--- src/rtl/ifsel_pkg.sv ---
package ifsel_pkg;

  typedef enum logic [1:0] {
    MODE_OFF  = 2'd0,
    MODE_SEEK = 2'd1,
    MODE_ANA  = 2'd2,
    MODE_DIG  = 2'd3
  } mode_e;

  localparam int NUM_MODES = 4;
  localparam int PWR_W     = 7;

  localparam int PE_ANA_CORE = 0;
  localparam int PE_DIG_CORE = 1;
  localparam int PE_SYNC_DET = 2;
  localparam int PE_LCLK_DET = 3;
  localparam int PE_SOG      = 4;
  localparam int PE_REF      = 5;
  localparam int PE_OUT      = 6;

  function automatic logic [PWR_W-1:0] domain_map(mode_e m);
    logic [PWR_W-1:0] v;
    v = '0;
    if (m != MODE_OFF) begin
      v[PE_SYNC_DET] = 1'b1;
      v[PE_LCLK_DET] = 1'b1;
      v[PE_SOG]      = 1'b1;
      v[PE_REF]      = 1'b1;
    end
    if (m == MODE_ANA) begin
      v[PE_ANA_CORE] = 1'b1;
      v[PE_OUT]      = 1'b1;
    end
    if (m == MODE_DIG) begin
      v[PE_DIG_CORE] = 1'b1;
      v[PE_OUT]      = 1'b1;
    end
    return v;
  endfunction

  function automatic logic [NUM_MODES-1:0] mode_onehot(mode_e m);
    return NUM_MODES'(1) << m;
  endfunction

endpackage

--- src/rtl/act_timer.sv ---
module act_timer #(
  parameter int CYC = 100
) (
  input  logic clk,
  input  logic rst_n,
  input  logic clr,
  input  logic pulse,
  output logic present
);
  localparam int CW = $clog2(CYC + 1);

  logic [CW-1:0] cnt;

  always_ff @(posedge clk or negedge rst_n) begin
    if (!rst_n)          cnt <= '0;
    else if (clr)        cnt <= '0;
    else if (pulse)      cnt <= CW'(CYC);
    else if (cnt != '0)  cnt <= cnt - 1'b1;
  end

  assign present = (cnt != '0);
endmodule

--- src/rtl/de_counter.sv ---
module de_counter #(
  parameter int TARGET = 32
) (
  input  logic clk,
  input  logic rst_n,
  input  logic enable,
  input  logic de_pulse,
  output logic detected
);
  localparam int CW = $clog2(TARGET + 1);

  logic [CW-1:0] cnt;

  always_ff @(posedge clk or negedge rst_n) begin
    if (!rst_n)                                  cnt <= '0;
    else if (!enable)                            cnt <= '0;
    else if (de_pulse && cnt != CW'(TARGET))     cnt <= cnt + 1'b1;
  end

  assign detected = (cnt == CW'(TARGET));
endmodule

--- src/rtl/mode_arbiter.sv ---
module mode_arbiter
  import ifsel_pkg::*;
(
  input  logic  clk,
  input  logic  rst_n,
  input  logic  pwr_on,
  input  logic  ovr_en,
  input  logic  ovr_sel,
  input  logic  ana_det,
  input  logic  dig_det,
  output mode_e mode_q
);
  mode_e mode_d;

  always_comb begin
    if (!pwr_on)                 mode_d = MODE_OFF;
    else if (ovr_en)             mode_d = ovr_sel ? MODE_DIG : MODE_ANA;
    else if (ana_det && dig_det) mode_d = ovr_sel ? MODE_DIG : MODE_ANA;
    else if (ana_det)            mode_d = MODE_ANA;
    else if (dig_det)            mode_d = MODE_DIG;
    else                         mode_d = MODE_SEEK;
  end

  always_ff @(posedge clk or negedge rst_n) begin
    if (!rst_n) mode_q <= MODE_OFF;
    else        mode_q <= mode_d;
  end
endmodule

--- src/rtl/ifsel_power_ctrl.sv ---
module ifsel_power_ctrl
  import ifsel_pkg::*;
#(
  parameter int CLK_HZ     = 27_000_000,
  parameter int TIMEOUT_MS = 100,
  parameter int DE_TARGET  = 32
) (
  input  logic        clk,
  input  logic        rst_n,
  input  logic        hs_act,
  input  logic        vs_act,
  input  logic        sog_act,
  input  logic        lclk_act,
  input  logic        de_pulse,
  input  logic        pwr_on,
  input  logic        ovr_en,
  input  logic        ovr_sel,
  output logic [7:0]  status,
  output logic        sync_det,
  output logic        out_oe,
  output logic [3:0]  mode_oh,
  output logic [6:0]  pwr_en
);
  localparam int TIMEOUT_CYC = (CLK_HZ / 1000) * TIMEOUT_MS;
  localparam int NSRC        = 4;

  // index 0 hsync, 1 vsync, 2 sync-on-green, 3 link clock
  logic [NSRC-1:0] act_vec;
  logic [NSRC-1:0] present;
  logic            de_det;
  logic            ana_det;
  logic            dig_det;
  mode_e           mode_q;

  assign act_vec = {lclk_act, sog_act, vs_act, hs_act};

  for (genvar i = 0; i < NSRC; i++) begin : g_timer
    act_timer #(.CYC(TIMEOUT_CYC)) u_timer (
      .clk     (clk),
      .rst_n   (rst_n),
      .clr     (!pwr_on),
      .pulse   (act_vec[i]),
      .present (present[i])
    );
  end

  assign ana_det = |present[2:0];
  assign dig_det = present[3];

  de_counter #(.TARGET(DE_TARGET)) u_de (
    .clk      (clk),
    .rst_n    (rst_n),
    .enable   (pwr_on && (mode_q == MODE_DIG)),
    .de_pulse (de_pulse),
    .detected (de_det)
  );

  mode_arbiter u_arb (
    .clk     (clk),
    .rst_n   (rst_n),
    .pwr_on  (pwr_on),
    .ovr_en  (ovr_en),
    .ovr_sel (ovr_sel),
    .ana_det (ana_det),
    .dig_det (dig_det),
    .mode_q  (mode_q)
  );

  assign status   = {present[0], present[1], present[2], present[3], de_det, 3'b000};
  assign sync_det = present[0] | de_det;
  assign mode_oh  = mode_onehot(mode_q);
  assign pwr_en   = domain_map(mode_q);
  assign out_oe   = sync_det & pwr_en[PE_OUT];
endmodule

--- config.mk ---
export PLATFORM = sky130hd
export DESIGN_NAME = ifsel_power_ctrl
export DESIGN_NICKNAME = d
export VERILOG_FILES = /design/src/rtl/ifsel_pkg.sv /design/src/rtl/act_timer.sv /design/src/rtl/de_counter.sv /design/src/rtl/mode_arbiter.sv /design/src/rtl/ifsel_power_ctrl.sv
export SDC_FILE = /design/constraint.sdc
export NUM_CORES = 1
export LEC_CHECK = 0
export ABC_CLOCK_PERIOD_IN_PS = 3150
export CAP_MARGIN = 25
export CORE_ASPECT_RATIO = 0.7
export CORE_MARGIN = 1.5
export CORE_UTILIZATION = 65
export DETAILED_ROUTE_END_ITERATION = 8
export DONT_BUFFER_PORTS = 1
export GPL_TIMING_DRIVEN = 1
export HOLD_SLACK_MARGIN = 0.12
export PLACE_DENSITY = 0.81
export SYNTH_ARGS = -nofsm -noshare
export SYNTH_HDL_FRONTEND = slang
export SYNTH_HIERARCHICAL = 1
export SYNTH_SLANG_ARGS = --single-unit
export TNS_END_PERCENT = 20
--- constraint.sdc ---
create_clock -name clk -period 3.15 [get_ports clk]
set_input_delay 0.4725 -clock clk [delete_from_list [all_inputs] [get_ports clk]]
set_output_delay 0.4725 -clock clk [all_outputs]
set_load 0.02 [all_outputs]
==> run_results.csv <==
group,metric,value,unit
cts,cts_tree,"yes",
route,final_antenna_net_count,0,
die,fp.dieW,119.6,um
job,maxCapViolations,0,
setup_path,worst-path-max-fanout,5,
worst_hold_path,min_path_cells,1,
power_and_ir_drop,leakagePower,0.002539,uW
place,port_buffers,0,
yosys,yosysWarnings,6,
yosys,synthMuxAreaShare,5.363,%
yosys,synth_flop_cell,"dfrtp_1",
cts,post_cts_resized,0,
sta,fin_setup_tns,0,ps
yosys,ys_seq_area_share,38.86,%
power_and_ir_drop,ir_drop,0.3751,mV
place,dp_cells,724,
yosys,syn_inst,621,
sta,period_minus_slack,2734,ps
cts,htreeDepth,3,
setup_path,cp.arrival,2260,ps
run_status,status,"complete, no violations",
sta,setup_viol,0,
place,place.gp.congestion,0.9184,
route,wl,14270,um
global_routing,grt_max_degree,97,
yosys,yosys-top-cells-area,"dfrtp_1, mux2i_1, a2111oi_2",
yosys,synth_compound_area_share,19.61,%
yosys,synth_area_leader_cell,"dfrtp_1",
cts,cts_buffer_depth,2,
sta,relSlewSlack,43.47,%
sta,drv_slew,0,
place,dp_hpwl,9716,um
final_layout,fill_cells,685,
setup_path,start_kind,"register",
yosys,async_reset_ff_share,100.0,%
final_layout,syn_to_final_growth,5.424,%
cts,root_buffer,"clkbuf_16",
setup_path,worstRegToRegCells,8,
sta,final.setup_skew,4.455,ps
global_routing,overflow,0,
setup_path,end_kind,"output pin",
yosys,synth.cell_area,6182,um2
yosys,yosys.area_share.simple,27.32,%
route,viasPerCell,6.821,
yosys,synth_top_family_by_area,"simple AND/OR/NAND/NOR gates",
power_and_ir_drop,p_per_area,504.8,nW/um2
final_layout,fin_cells,742,
sta,hold_viol_final,0,
sta,tightest_slew,847.0,ps
global_routing,grt_antenna_before_repair,0,
final_layout,final_common_cell,"dfrtp_1",
sta,rsz0062_at_grt,"no",
final_layout,layout_common_cells,"dfrtp_1, nand2_1, or3_1",
route,routed-wl-met2,6826,um
yosys,yosys.area_share.adder,1.214,%
route,dr_total_vias,5061,
final_layout,fin_nets,629,
die,die_y,84.60,um
die,rows,29,
final_layout,seq_area,2402,um2
global_routing,grt_usage,29.67,%
route,drc_errors,0,
final_layout,multi_input_area,3442,um2
die,core_area,9144,um2
cts,clkSlewWorstSetupHoldPaths,60,ps
cts,cts.sinks,96,
cts,numCtsBuffers,9,
route,routedWlPerCell,19.23,um
route,drt_iter0_drc,497,
route,m1WireLength,6428,um
setup_path,path_class,"register to output pin",
route,top_layer_used,"met4",
die,start_util,67.61,%
yosys,ys_ff_latch,96,
cts,clk_latency,350,ps
die,num_io_pins,31,
sta,max_freq,0.3658,GHz
sta,timing.final.crit_share,86.78,%
yosys,synth_enable_flop_cells,0,
global_routing,grt_pass1_wl,24050,um
yosys,synth.distinct_cells,55,
setup_path,worstPathRequired,2680,ps
global_routing,grt_pass1_vias,4876,
final_layout,drive_above_1_share,18.61,%
route,wl_met3,850,um
die,die_area,10110,um2
yosys,synth_xor_area_share,1.983,%
route,dr.pass1.iters,5,
worst_hold_path,hold_path_class,"primary input to register",
yosys,synth_top_area_share,38.86,%
yosys,avgSynthCellArea,9.955,um2
final_layout,insertedDiodeCount,0,
[worst paths after layout]
kind / start / endpoint / slack (ps)
setup reg to reg: g_timer[1].u_timer/cnt[0]$_DFFE_PN0P_ / u_arb/mode_q[1]$_DFF_PN0_ / 710
hold / removal: de_pulse / u_de/cnt[0]$_DFFE_PN0P_ / 240
hold reg to reg: g_timer[0].u_timer/cnt[19]$_DFFE_PN0P_ / g_timer[0].u_timer/cnt[19]$_DFFE_PN0P_ / 560
setup / recovery: g_timer[0].u_timer/cnt[0]$_DFFE_PN0P_ / sync_det / 420
max in group asynchronous: rst_n / g_timer[1].u_timer/cnt[12]$_DFFE_PN0P_ / 2040
min in group asynchronous: rst_n / u_de/cnt[2]$_DFFE_PN0P_ / 730
[logic make-up (layout without fill, tap and decap cells)]
| kind of cell | after synthesis | after routing |
|---|---|---|
| other | 1 | 3 |
| buffers and inverters | 56 | 51 |
| AO/OA/AOI/OAI | 153 | 153 |
| XOR/XNOR | 14 | 14 |
| AND/OR/NAND/NOR | 262 | 262 |
| multiplexers | 33 | 33 |
| adder cells (fa/ha/maj) | 6 | 6 |
| flip-flops | 96 | 96 |
[through the flow]
stage	instance area, um2	util [%]	power [uW]	setup WS, ps	hold slack, ps
floorplan	6190	-	1990	715.6	176.9
global placement	6161	67.38	2076	830.0	179.0
detailed placement	6161	67.38	2103	762.6	179.2
CTS	6518	71.28	3296	425.7	237.3
global route	6518	71.28	3433	301.8	244.6
finish	6518	71.28	3290	416.5	241.4
[registers in the layout, summed over array words and instances (netlist names)]
name,flops
g_timer.u_timer/cnt,88
u_de/cnt,6
u_arb/mode_q,2
[where the power goes]
part | leakage, uW | switching [uW] | internal, uW | total (uW)
clock network | 0.000159 | 459 | 701 | 1160
logic | 0.00112 | 427 | 270 | 696
registers | 0.00126 | 123 | 1310 | 1430
[layer usage]
| metal | vias to the layer above | GRT usage (%) |
|---|---|---|
| li1 | 2337 | - |
| met1 | 2545 | 41.05 |
| met2 | 154 | 47.34 |
| met3 | 25 | 7.337 |
| met4 | 0 | 7.468 |
| met5 | - | 0 |
[cell type report]
type                       instances  area share (%)
tap                              124           2.380
clock inverter                     2          0.5375
multi-input combinational        471           52.81
inverter                          23           1.325
sequential                        96           36.86
clock buffer                      14           4.358
timing repair buffer              12           1.728
[cell usage after synthesis (10+ instances only)]
cell,count
a2111oi_2,20
a211oi_1,12
a21oi_1,24
a31oi_1,12
buf_4,10
buf_6,13
clkbuf_1,10
dfrtp_1,96
inv_1,23
mux2i_1,32
nand2_1,58
nand4_1,12
nor2_1,21
nor3_1,16
nor4_1,12
o21ai_0,22
o21ai_1,13
or2_2,18
or3_1,34
or4_1,12
xnor2_1,10
[worst max-delay path, stage by stage, from the launching register on]
cell	delay [ps]
dfrtp_1	440
inv_1	100
ha_1	170
or3b_4	420
nor3_4	200
nand2_2	190
or2_2	400
[what timing repair did]
action                     in CTS  in global routing
hold buffers                    2                  0
setup endpoints to repair       0                  0
hold endpoints to repair       96                  0
buffers inserted                0                  0
No activity file was read; power rests on OpenSTA's default activity.
